[config.mk]
export PLATFORM = sky130hd
export DESIGN_NAME = xpwm_gen
export DESIGN_NICKNAME = d
export VERILOG_FILES = /design/src/rtl/xpwm_pkg.sv /design/src/rtl/xpwm_master_nco.sv /design/src/rtl/xpwm_slave_nco.sv /design/src/rtl/xpwm_xor_comb.sv /design/src/rtl/xpwm_gen.sv
export SDC_FILE = /design/constraint.sdc
export NUM_CORES = 1
export LEC_CHECK = 0
export BUFFER_PORTS_ARGS = -buffer_cell sky130_fd_sc_hd__buf_2
export CAP_MARGIN = 15
export CORE_MARGIN = 5
export CORE_UTILIZATION = 40
export CTS_BUF_LIST = sky130_fd_sc_hd__clkbuf_4 sky130_fd_sc_hd__clkbuf_8 sky130_fd_sc_hd__clkbuf_16
export CTS_CLUSTER_DIAMETER = 30
export DETAILED_ROUTE_END_ITERATION = 8
export PLACE_DENSITY_LB_ADDON = 0.05
export SYNTH_ARGS = -nofsm -noshare
export SYNTH_HDL_FRONTEND = slang
export SYNTH_SLANG_ARGS = --single-unit
[constraint.sdc]
create_clock -name clk -period 4.9 [get_ports clk]
set_input_delay 0.98 -clock clk [delete_from_list [all_inputs] [get_ports clk]]
set_output_delay 0.98 -clock clk [all_outputs]
set_load 0.05 [all_outputs]
[src/rtl/xpwm_pkg.sv]
package xpwm_pkg;

    localparam int unsigned XP_ACC_W = 32;

    typedef logic [XP_ACC_W-1:0] phase_t;

    typedef struct packed {
        phase_t acc;
        logic   armed;
    } slave_t;

    function automatic logic wave_of(input phase_t p);
        return p[XP_ACC_W-1];
    endfunction

    // Slave phase that sits exactly `lead` ahead of the master after the edge.
    function automatic phase_t aligned_phase(input phase_t master_now,
                                             input phase_t step,
                                             input phase_t lead);
        return master_now + step + lead;
    endfunction

endpackage

[src/rtl/xpwm_master_nco.sv]
module xpwm_master_nco
    import xpwm_pkg::*;
(
    input  logic   clk,
    input  logic   rst,
    input  phase_t freq_inc,
    output phase_t step,
    output phase_t acc
);

    always_ff @(posedge clk) begin
        if (rst) begin
            acc  <= '0;
            step <= freq_inc;
        end else begin
            acc  <= acc + step;
        end
    end


    step_locked_chk: assert property (@(posedge clk) disable iff (rst)
        1'b1 |=> $stable(step));

endmodule

[src/rtl/xpwm_slave_nco.sv]
module xpwm_slave_nco
    import xpwm_pkg::*;
(
    input  logic   clk,
    input  logic   rst,
    input  phase_t step,
    input  phase_t master_acc,
    input  phase_t lead,
    input  logic   load,
    output slave_t st
);

    always_ff @(posedge clk) begin
        if (rst) begin
            st.acc   <= '0;
            st.armed <= 1'b0;
        end else if (load) begin
            st.acc   <= aligned_phase(master_acc, step, lead);
            st.armed <= 1'b1;
        end else begin
            st.acc   <= st.acc + step;
        end
    end


    load_align_chk: assert property (@(posedge clk) disable iff (rst)
        load |=> (phase_t'(st.acc - master_acc) == $past(lead)));


    lead_hold_chk: assert property (@(posedge clk) disable iff (rst)
        (!load && st.armed) |=>
            (phase_t'(st.acc - master_acc) == $past(phase_t'(st.acc - master_acc))));

endmodule

[src/rtl/xpwm_xor_comb.sv]
module xpwm_xor_comb
    import xpwm_pkg::*;
(
    input  phase_t master_acc,
    input  slave_t st,
    output logic   pwm
);

    always_comb begin
        pwm = st.armed & (wave_of(master_acc) ^ wave_of(st.acc));
    end

endmodule

[src/rtl/xpwm_gen.sv]
module xpwm_gen
    import xpwm_pkg::*;
#(
    parameter int unsigned NUM_CH = 4
) (
    input  logic                         clk,
    input  logic                         rst,
    input  logic [XP_ACC_W-1:0]          freq_inc,
    input  logic [NUM_CH*XP_ACC_W-1:0]   phase_off,
    input  logic [NUM_CH-1:0]            load_en,
    output logic [NUM_CH-1:0]            pwm_out,
    output logic                         master_wave
);

    localparam int unsigned W = XP_ACC_W;

    phase_t master_acc;
    phase_t step;
    slave_t slv [NUM_CH];

    xpwm_master_nco u_master (
        .clk      (clk),
        .rst      (rst),
        .freq_inc (freq_inc),
        .step     (step),
        .acc      (master_acc)
    );

    assign master_wave = wave_of(master_acc);

    for (genvar i = 0; i < NUM_CH; i++) begin : g_ch
        xpwm_slave_nco u_slave (
            .clk        (clk),
            .rst        (rst),
            .step       (step),
            .master_acc (master_acc),
            .lead       (phase_off[i*W +: W]),
            .load       (load_en[i]),
            .st         (slv[i])
        );

        xpwm_xor_comb u_comb (
            .master_acc (master_acc),
            .st         (slv[i]),
            .pwm        (pwm_out[i])
        );


        idle_low_chk: assert property (@(posedge clk) disable iff (rst)
            !slv[i].armed |-> !pwm_out[i]);


        zero_lead_low_chk: assert property (@(posedge clk) disable iff (rst)
            (load_en[i] && phase_off[i*W +: W] == '0) |=> !pwm_out[i]);
    end


    reset_quiet_chk: assert property (@(posedge clk)
        rst |=> (pwm_out == '0 && !master_wave));

endmodule

==> impl_metrics.py, run 1 <==
metrics = {
    "timing": {
        "finalSetupViolations": 7,
        "slew_viol_final": 0,
        "finalHoldViolCount": 0,
        "finClkSkew_ns": 0.0102,
        "timing.final.crit_share_pct": 103,
        "fin_ws_ns": -0.123,
        "relSlewSlack_pct": 31.0,
        "layout_min_cycle_time_ns": 5.02,
        "rsz0062_at_grt": "true",
        "fmax_ghz": 0.199,
        "setup_tns_ns": -0.409,
        "tightest_slew_ns": 1.01,
    },
    "setup_path": {
        "critPathSlowestCell": "or4_4",
        "r2r_setup_slack_ns": -0.12,
        "start_kind": "flip-flop",
        "crit_required_ns": 5.26,
        "path_depth": 24,
        "critical_path.endpoint": "g_ch[1].u_slave.st[30]",
        "path_class": "flip-flop to flip-flop",
        "path_buf_inv": 4,
        "r2r_end": "g_ch[1].u_slave.st[30]",
        "critPathTopFamily": "compound AO/OA/AOI/OAI gates",
        "rr_worst_depth": 24,
        "cp_max_fo": 3,
        "reg2reg_from": "u_master.step[8]",
        "cp-end-kind": "flip-flop",
        "crit_arrival_ns": 5.39,
        "critPathMaxStageDelay_ns": 0.55,
        "startpoint": "u_master.step[8]",
        "crit_chain": "ha_2 > or4_4 > a2111oi_4 > o31ai_2 > a21oi_2 > nand2b_4 > buf_6 > a21oi_4 > a21oi_4 > o21ai_2 > xor2_2 > buf_6 > ha_4 > nand2_4 > buf_6 > o31a_1 > buf_4 > a21boi_2 > a2111o_1 > nand2_1 > nand4b_1 > and3_1 > o21ai_2 > a21oi_1",
        "cpMostUsedCell": "buf_6",
    },
    "drt": {
        "drt_pass1_iterations": 5,
        "drt-initial-drc-count": 1386,
        "detail_route.vias_per_cell": 5.65,
        "vias": 20500,
        "wire_per_inst_um": 19.7,
        "drt_wl_total_um": 71600,
        "drc_errors": 0,
        "antenna_left": 0,
    },
    "die": {
        "die_height_um": 235,
        "start_util_pct": 40.4,
        "core_area_mm2": 0.0501,
        "io_pins": 171,
        "die_x_um": 235,
        "rows": 82,
        "die-area_mm2": 0.0551,
    },
    "place": {
        "dpl.hpwl_um": 57000,
        "io_buffers": 170,
        "gp_congestion": 0.921,
    },
    "yosys": {
        "seq_area_frac_synth_pct": 21.0,
        "synthesis.area_mm2": 0.0202,
        "async_flop_share_pct": 0,
        "synthCells": 2523,
        "syn_avg_cell_area_um2": 8.01,
        "synth-edff-count": 32,
        "ys_seq_elements": 196,
        "yosysWarnings": 0,
        "synth_nets": 2989,
        "synth-main-ff-cell": "dfxtp_1",
        "synthDistinctLibCells": 92,
    },
    "clock_tree": {
        "cts.clk_slew.worst_paths_ns": 0.08,
        "cts_buffers": 17,
        "clock_latency_ns": 0.51,
        "cts_num_sinks": 196,
        "cts-root-buf": "clkbuf_16",
        "cts_tree": "yes",
        "cts.path.max_buffers": 2,
        "htree_levels": 4,
    },
    "cells_and_area": {
        "layout_commonest_cell": "buf_4",
        "layout-drive-gt1-share_pct": 23.5,
        "final_cell_mix": "buf_4 (280), ha_1 (264), nor2_1 (261), a21oi_1 (238), buf_2 (169)",
        "finalNetCount": 3413,
        "n_antenna_cell": 0,
        "area_growth_pct": 27.5,
    },
    "outcome": {
        "violations": "setup timing",
        "status": "finished, violations left",
    },
    "grt": {
        "grt_pass1_wl_um": 109000,
        "grt_max_degree": 148,
        "antenna_found_initial": 0,
        "grtUsageTotal_pct": 24.7,
        "grt_pass1_vias": 20000,
        "grt.overflow.total": 0,
    },
    "worst_hold_path": {
        "hold_path.class": "flip-flop to flip-flop",
    },
    "job": {
        "cap_violations": 0,
    },
}
==> state kept, by name, summed over array words and instances, names as in the netlist <==
register and cells:
u_master.step 32, g_ch.u_slave.st 132, u_master.acc 32
==> cell usage after synthesis (25+ instances only) <==
cell	number	share of area, %
nor2b_1	27	0.84
o22ai_1	25	0.77
nand2_1	170	3.2
clkbuf_1	45	0.84
dfxtp_1	164	16
o21ai_0	124	3.1
xor2_1	104	4.5
ha_1	291	18
nor3_1	43	1.1
a21o_1	135	5.0
o21bai_1	25	0.93
nand2b_1	40	1.2
nand3_1	49	1.2
edfxtp_1	32	4.8
a31oi_1	32	0.99
nor2_1	263	4.9
a211oi_1	54	2.0
o21a_1	43	1.6
a21oi_1	274	6.8
and2_1	38	1.2
xnor2_1	128	5.5
inv_1	73	1.4
and3_1	25	0.77
==> metal layers <==
layer  GRT usage, %  vias to the layer above  wire length [µm]
met5              0                        -                 0
met4           8.32                        0              2090
met3           3.12                       93              3200
met2           39.8                      513             32400
met1           34.4                     9705             34000
li1               -                    10200                 -
==> stage by stage <==
| stage | std cells | cell area [µm²] | setup slack (ns) | hold slack, ns | util [%] |
|---|---|---|---|---|---|
| 5_1_grt | 3632 | 25800 | -0.379 | 0.485 | 51.5 |
| 3_5_place_dp | 3552 | 23600 | -0.413 | 0.453 | 47.1 |
| 4_1_cts | 3600 | 24700 | -0.00768 | 0.471 | 49.3 |
| 2_1_floorplan | 2523 | 20200 | 0.0261 | 0.432 | - |
| 3_3_place_gp | 3552 | 23600 | -0.329 | 0.441 | 47.1 |
| 6_report | 3632 | 25800 | -0.123 | 0.463 | 51.5 |
==> worst min-delay path, delay by kind of cell, from the launching register on <==
family	cells	cell delay, ns
flops	1	0.32
simple gates	2	0.11
==> logic make-up after synthesis <==
group,share of synthesized area (%)
buffers and inverters,2.74
flip-flops,21.0
AO/OA/AOI/OAI,28.7
XOR/XNOR,10.2
AND/OR/NAND/NOR,17.0
multiplexers,1.41
adder cells (fa/ha/maj),18.9
==> cell type report <==
class	instances	area (µm²)
Fill cell	4894	24300
Multi-Input combinational cell	2184	16600
Sequential cell	196	4240
Timing Repair Buffer	474	3250
Tap cell	672	841
Clock buffer	18	439
Inverter	74	278
Clock inverter	14	160
==> what timing repair did <==
item / 4_1_cts / 5_1_grt
gates resized for setup: 73 / 157
endpoints found under the setup margin: 41 / 46
hold buffers: 0 / 0
buffers inserted: 16 / 38
pin swaps: 45 / 129
==> worst min-delay path by stage <==
stage | cells after the start | endpoint | slack, ns | startpoint
after floorplan | 2 | g_ch[0].u_slave.st[0] | 0.43 | g_ch[0].u_slave.st[0]
after global placement | 2 | g_ch[3].u_slave.st[0] | 0.44 | g_ch[3].u_slave.st[0]
after detailed placement | 2 | g_ch[3].u_slave.st[0] | 0.45 | g_ch[3].u_slave.st[0]
after CTS | 2 | g_ch[3].u_slave.st[0] | 0.47 | g_ch[3].u_slave.st[0]
after global routing | 2 | g_ch[3].u_slave.st[0] | 0.49 | g_ch[3].u_slave.st[0]
final | 2 | g_ch[3].u_slave.st[0] | 0.46 | g_ch[3].u_slave.st[0]
Power of run 1 is left out: the tool's default activity adds up to more than one toggle a clock period on the data nets, which glitch-free logic cannot reach.
==> inputs of run 2 (changes only) <==
--- a/config.mk
+++ b/config.mk
@@ -15,4 +15,5 @@
 export PLACE_DENSITY_LB_ADDON = 0.05
 export SYNTH_ARGS = -nofsm -noshare
 export SYNTH_HDL_FRONTEND = slang
+export SYNTH_HIERARCHICAL = 1
 export SYNTH_SLANG_ARGS = --single-unit
==> impl_metrics.py, run 2 <==
metrics = {
    "clock_tree": {
        "cts_num_sinks": 196,
        "hold_buffers": 0,
        "cts_buffers": 17,
        "cts_tree": "yes",
        "post_cts_buffers": 0,
        "clock_latency_ns": 0.50,
        "cts_resized": 0,
        "htree_levels": 4,
        "cts-root-buf": "clkbuf_16",
        "cts.clk_slew.worst_paths_ns": 0.08,
        "cts.path.max_buffers": 2,
    },
    "yosys": {
        "yosysWarnings": 6,
        "synth-compound-area-share_pct": 25.5,
        "synth-edff-count": 32,
        "synthesis.area_mm2": 0.0238,
        "synth_top_family_by_area": "adder cells",
        "synth_most_common_cell": "a21oi_1",
        "synthCells": 2876,
        "synth_nets": 3450,
        "synth_area_leaders": "ha_1 (14%), dfxtp_1 (14%), fa_1 (11%)",
        "yosysTopAreaCellShare_pct": 14.5,
        "ys_seq_elements": 196,
        "synthDistinctLibCells": 95,
        "syn_avg_cell_area_um2": 8.26,
        "seq_area_frac_synth_pct": 17.9,
        "yosys-mux-area-fraction_pct": 1.37,
        "yosys.area_share.simple_pct": 18.8,
        "synth-main-ff-cell": "dfxtp_1",
        "yosysTopAreaCell": "ha_1",
        "async_flop_share_pct": 0,
        "synth_xor_area_share_pct": 7.74,
        "synth.top_cells.by_count": "a21oi_1 (303), nor2_1 (287), ha_1 (275)",
        "synthAdderAreaFrac_pct": 25.7,
    },
    "timing": {
        "timing.final.crit_share_pct": 80.5,
        "slew_viol_final": 0,
        "finalSetupViolations": 0,
        "fmax_ghz": 0.254,
        "layout_min_cycle_time_ns": 3.94,
        "whs_ns": 0.467,
        "rsz0062_at_grt": "false",
        "finalHoldViolCount": 0,
        "finClkSkew_ns": 0.0178,
        "relSlewSlack_pct": 35.7,
        "setup_tns_ns": 0,
        "tightest_slew_ns": 0.963,
    },
    "cells_and_area": {
        "n_antenna_cell": 0,
        "top_regs": "g_ch.u_slave/st x132, u_master/acc x32, u_master/step x32",
        "final_cell_mix": "a21oi_1 (303), nor2_1 (287), ha_1 (275), nand2_1 (215), buf_2 (169)",
        "fillCellCount": 5927,
        "layout-drive-gt1-share_pct": 9.80,
        "multi_input_area_mm2": 0.0188,
        "fin_util_pct": 44.1,
        "regArea_mm2": 0.00424,
        "area_growth_pct": 9.39,
        "finalNetCount": 3571,
        "layout_commonest_cell": "a21oi_1",
        "largest_register_ffs": 132,
        "top_register": "g_ch.u_slave/st",
    },
    "power_and_ir_drop": {
        "p_sw_share_pct": 51.0,
        "total_power_mw": 18.3,
        "vdd_drop_max_mv": 0.339,
        "p_comb_share_pct": 75.5,
        "p_sw_mw": 9.35,
        "clkPwrFrac_pct": 8.4,
        "powerDensity_mw_per_mm2": 705,
        "p_int_mw": 8.98,
        "pwr-share-seq_pct": 16.1,
        "leakagePower_nw": 11.5,
    },
    "setup_path": {
        "cp_max_fo": 9,
        "crit_arrival_ns": 4.29,
        "cp-end-kind": "flip-flop",
        "crit_required_ns": 5.25,
        "reg2reg_from": "u_master/step[1]",
        "start_kind": "flip-flop",
        "path_class": "flip-flop to flip-flop",
        "startpoint": "u_master/step[1]",
    },
    "grt": {
        "grtUsageTotal_pct": 23.2,
        "grt_pass1_vias": 21700,
        "grt_pass1_wl_um": 117000,
        "grt_max_degree": 97,
        "antenna_found_initial": 0,
        "grt.overflow.total": 0,
    },
    "die": {
        "die_x_um": 254,
        "rows": 89,
        "die_height_um": 254,
        "core_area_mm2": 0.0589,
        "start_util_pct": 40.3,
        "die-area_mm2": 0.0644,
        "io_pins": 171,
    },
    "job": {
        "cap_violations": 0,
    },
    "drt": {
        "antenna_left": 0,
        "m1WireLength_um": 34900,
        "drt-initial-drc-count": 1210,
        "drt_pass1_iterations": 5,
        "detail_route.vias_per_cell": 5.79,
        "dr_wl_met3_um": 3170,
        "drc_errors": 0,
        "highest_layer": "met4",
        "met2WireLength_um": 36200,
        "wire_per_inst_um": 20.1,
        "vias": 21900,
        "drt_wl_total_um": 76000,
    },
    "place": {
        "io_buffers": 170,
        "dpl.hpwl_um": 62900,
        "gp_congestion": 0.905,
    },
    "worst_hold_path": {
        "hold_path.class": "flip-flop to flip-flop",
        "min-delay-start": "g_ch[0].u_slave/st[0]",
    },
    "outcome": {
        "status": "completed",
    },
}
-- run 2: cell count changes after synthesis, sizes merged, moves of 18 or more --
cell	change
fa	+124
nand4	+25
nor2	+24
and2	-22
nand2	+51
xor2	-36
or2	+18
a21o	-19
o21ai	+19
a21oi	+30
nor3	+38
-- run 2: cell families (layout without fill, tap and decap cells) --
kind of cell,after synthesis,after routing
DFF,196,196
buffers and inverters,183,317
AOI/OAI and AO/OA,932,932
and+or+nand+nor,916,916
muxes,31,31
xor gates and xnor gates,210,210
adders and majority gates,408,408
-- run 2: cell type report --
| type | count | share of cell area (%) |
|---|---|---|
| Clock inverter | 15 | 0.660 |
| Sequential cell | 196 | 16.3 |
| Inverter | 91 | 1.31 |
| Timing Repair Buffer | 194 | 4.00 |
| Tap cell | 773 | 3.72 |
| Multi-Input combinational cell | 2497 | 72.3 |
| Clock buffer | 17 | 1.64 |
-- run 2: final timing paths --
check | endpoint | slack (ns) | cells past startpoint
max | g_ch[2].u_slave/st[30] | 0.96 | 13
min | g_ch[0].u_slave/st[0] | 0.47 | 2
min reg2reg | g_ch[0].u_slave/st[0] | 0.47 | 2
max reg2reg | g_ch[2].u_slave/st[30] | 0.96 | 13
-- run 2: power groups by stage --
stage / clock network, mW / registers, mW / logic (mW)
2_1_floorplan: 0 / 2.69 / 10.9
3_3_place_gp: 0 / 3.00 / 13.6
3_5_place_dp: 0 / 3.00 / 13.6
4_1_cts: 1.60 / 2.97 / 13.7
5_1_grt: 1.64 / 3.06 / 15.4
6_report: 1.53 / 2.96 / 13.8
-- run 2: worst max-delay path, stage by stage (launching register included) --
cell       delay (ns)
edfxtp_1         0.67
buf_4            0.27
fa_1             0.43
ha_1             0.22
inv_1            0.09
fa_1             0.22
nor2b_1          0.07
o31ai_1          0.57
a211oi_2         0.17
or2b_4           0.33
a2111oi_2        0.35
o21bai_1         0.14
or4b_1           0.18
o311ai_1         0.09
-- run 2: metal layers --
| metal | vias up | GRT usage (%) |
|---|---|---|
| li1 | 10800 | - |
| met1 | 10500 | 31.3 |
| met2 | 503 | 39.7 |
| met3 | 96 | 2.65 |
| met4 | 0 | 6.00 |
| met5 | - | 0 |
-- run 2: through the flow --
stage / std cells / setup slack (ns) / area (µm²)
after floorplan: 2876 / 1.20 / 23800
after global placement: 3751 / 0.677 / 25400
after detailed placement: 3751 / 0.674 / 25400
after CTS: 3783 / 0.923 / 26000
after global routing: 3783 / 0.677 / 26000
final: 3783 / 0.957 / 26000
(Power assumes the default switching activity.)
==> inputs of run 3 (changes only) <==
==> constraint.sdc (replaced) <==
create_clock -name clk -period 3.4 [get_ports clk]
set_input_delay 0.68 -clock clk [delete_from_list [all_inputs] [get_ports clk]]
set_output_delay 0.68 -clock clk [all_outputs]
set_load 0.05 [all_outputs]
==> impl_metrics.py, run 3 (synthesized netlist as in run 2, its figures left out) <==
metrics = {
    "timing": {
        "finalSetupViolations": 1,
        "finClkSkew_ns": 0.0143,
        "tightest_slew_ns": 0.776,
        "relSlewSlack_pct": 48.3,
        "finalHoldViolCount": 0,
        "layout_min_cycle_time_ns": 3.41,
        "fmax_ghz": 0.293,
        "whs_ns": 0.339,
        "fin_ws_ns": -0.00884,
        "timing.final.crit_share_pct": 100,
        "slew_viol_final": 0,
        "rsz0062_at_grt": "true",
    },
    "power_and_ir_drop": {
        "powerDensity_mw_per_mm2": 1050,
        "vdd_drop_max_mv": 0.509,
        "total_power_mw": 31.0,
        "leakagePower_nw": 13.4,
    },
    "setup_path": {
        "r2r_end": "g_ch[0].u_slave/st[30]",
        "rr_worst_depth": 14,
        "path_depth": 14,
        "crit_required_ns": 3.80,
        "r2r_setup_slack_ns": -0.009,
        "cp_max_fo": 7,
        "critPathMaxStageDelay_ns": 0.49,
        "cp-end-kind": "flip-flop",
        "critPathSlowestCell": "fa_1",
        "reg2reg_from": "u_master/step[1]",
        "start_kind": "flip-flop",
        "critPathTopFamily": "compound AO/OA/AOI/OAI gates",
        "path_buf_inv": 3,
        "path_class": "flip-flop to flip-flop",
        "crit_arrival_ns": 3.81,
        "crit_chain": "buf_12 > fa_1 > ha_2 > inv_2 > fa_2 > nand2b_4 > a21oi_4 > o211a_1 > o21a_2 > o211ai_4 > a31oi_4 > a221oi_4 > buf_4 > a211o_1",
    },
    "place": {
        "dp.cells": 4080,
        "gp_congestion": 0.957,
        "pre_cts_ws_ns": -0.365,
        "io_buffers": 170,
        "dpl.hpwl_um": 67200,
    },
    "worst_hold_path": {
        "hold_path_end": "u_master/step[18]",
        "hold_path.class": "input pin to flip-flop",
        "min-delay-start": "freq_inc[18]",
        "min_path_cells": 1,
    },
    "grt": {
        "grt.overflow.total": 0,
        "grt_pass1_wl_um": 126000,
        "grt_pass1_vias": 23500,
        "antenna_found_initial": 0,
        "grt_max_degree": 99,
        "grtUsageTotal_pct": 24.9,
    },
    "clock_tree": {
        "cts-root-buf": "clkbuf_16",
        "htree_levels": 4,
        "cts_num_sinks": 196,
        "clock_latency_ns": 0.51,
        "cts_tree": "yes",
        "cts.clk_slew.worst_paths_ns": 0.08,
        "cts.path.max_buffers": 2,
        "cts_buffers": 17,
    },
    "die": {
        "core_area_mm2": 0.0589,
        "die-area_mm2": 0.0644,
        "die_x_um": 254,
        "start_util_pct": 40.3,
        "rows": 89,
        "die_height_um": 254,
        "io_pins": 171,
    },
    "cells_and_area": {
        "final_cell_mix": "buf_4 (355), a21oi_1 (289), nor2_1 (284), ha_1 (248), nand2_1 (210)",
        "top_regs": "g_ch.u_slave/st x132, u_master/acc x32, u_master/step x32",
        "fin_cells": 4136,
        "top_register": "g_ch.u_slave/st",
        "largest_register_ffs": 132,
        "n_antenna_cell": 0,
        "finalNetCount": 3924,
        "layout-drive-gt1-share_pct": 22.8,
        "area_growth_pct": 24.8,
        "fin_util_pct": 50.3,
        "layout_commonest_cell": "buf_4",
    },
    "drt": {
        "wire_per_inst_um": 19.7,
        "antenna_left": 0,
        "vias": 23400,
        "drt_wl_total_um": 81500,
        "drt_pass1_iterations": 5,
        "detail_route.vias_per_cell": 5.65,
        "drc_errors": 0,
        "drt-initial-drc-count": 1455,
    },
    "outcome": {
        "violations": "setup timing",
        "status": "finished, violations left",
    },
    "job": {
        "cap_violations": 0,
    },
}
## run 3: cell types whose count changed in the layout (fill, tap and decap cells not counted), moves of 9 or more
cell | previous run | this run
ha_1 | 275 | 248
a21oi_2 | 1 | 14
o21ai_0 | 128 | 119
buf_4 | 24 | 355
buf_12 | 0 | 16
dfxtp_2 | 0 | 14
a211oi_2 | 5 | 15
dfxtp_1 | 164 | 149
a21oi_1 | 303 | 289
a211oi_1 | 45 | 34
ha_4 | 0 | 23
## run 3: worst max-delay path by stage
stage,from,end,slack (ns)
after detailed placement,phase_off[33],g_ch[1].u_slave/st[30],-0.36
after CTS,u_master/step[1],g_ch[0].u_slave/st[30],-0.03
after global routing,u_master/step[4],g_ch[0].u_slave/st[30],-0.08
after floorplan,u_master/step[1],g_ch[0].u_slave/st[30],0.03
after global placement,phase_off[1],g_ch[0].u_slave/st[30],-0.31
final,u_master/step[1],g_ch[0].u_slave/st[30],-0.009
## run 3: report_power, final
| group | total, mW | internal [mW] | switching [mW] |
|---|---|---|---|
| clock network | 2.09 | 1.02 | 1.07 |
| registers | 3.95 | 3.20 | 0.742 |
| logic | 25.0 | 11.8 | 13.2 |
## run 3: cell type report
cell class	count	area [µm²]
sequential	196	4270
tap	773	967
clock buffer	18	439
timing repair buffer	547	3920
fill	5632	29300
clock inverter	14	109
multi-input combinational	2497	19600
inverter	91	342
## run 3: timing repair
item | in CTS | in global routing
gates cloned | 0 | 0
setup buffers | 9 | 15
hold buffers | 0 | 0
setup endpoints to repair | 37 | 56
resized for setup | 45 | 118
pin swaps | 20 | 75
## run 3: layer usage
layer  global-route usage (%)  share of wire, %
met4                     7.73               2.7
met5                        0                 0
met3                     3.02               3.8
met1                     33.3                46
met2                     42.3                48
## run 3: worst reg2reg max path: cells and delay by family (launching register included)
| family | cells | cell delay (ns) |
|---|---|---|
| simple gates | 1 | 0.16 |
| flops | 1 | 0.42 |
| compound gates | 7 | 1.32 |
| fa+ha+maj | 3 | 1.03 |
| buf+inv | 3 | 0.36 |
## run 3: through the flow
| step | instance area, µm² | TNS, ns |
|---|---|---|
| finish | 29600 | -0.00884 |
| global route | 29600 | -0.297 |
| CTS | 28900 | -0.0294 |
| detailed placement | 28100 | -8.85 |
| global placement | 28100 | -7.22 |
| floorplan | 23800 | 0 |
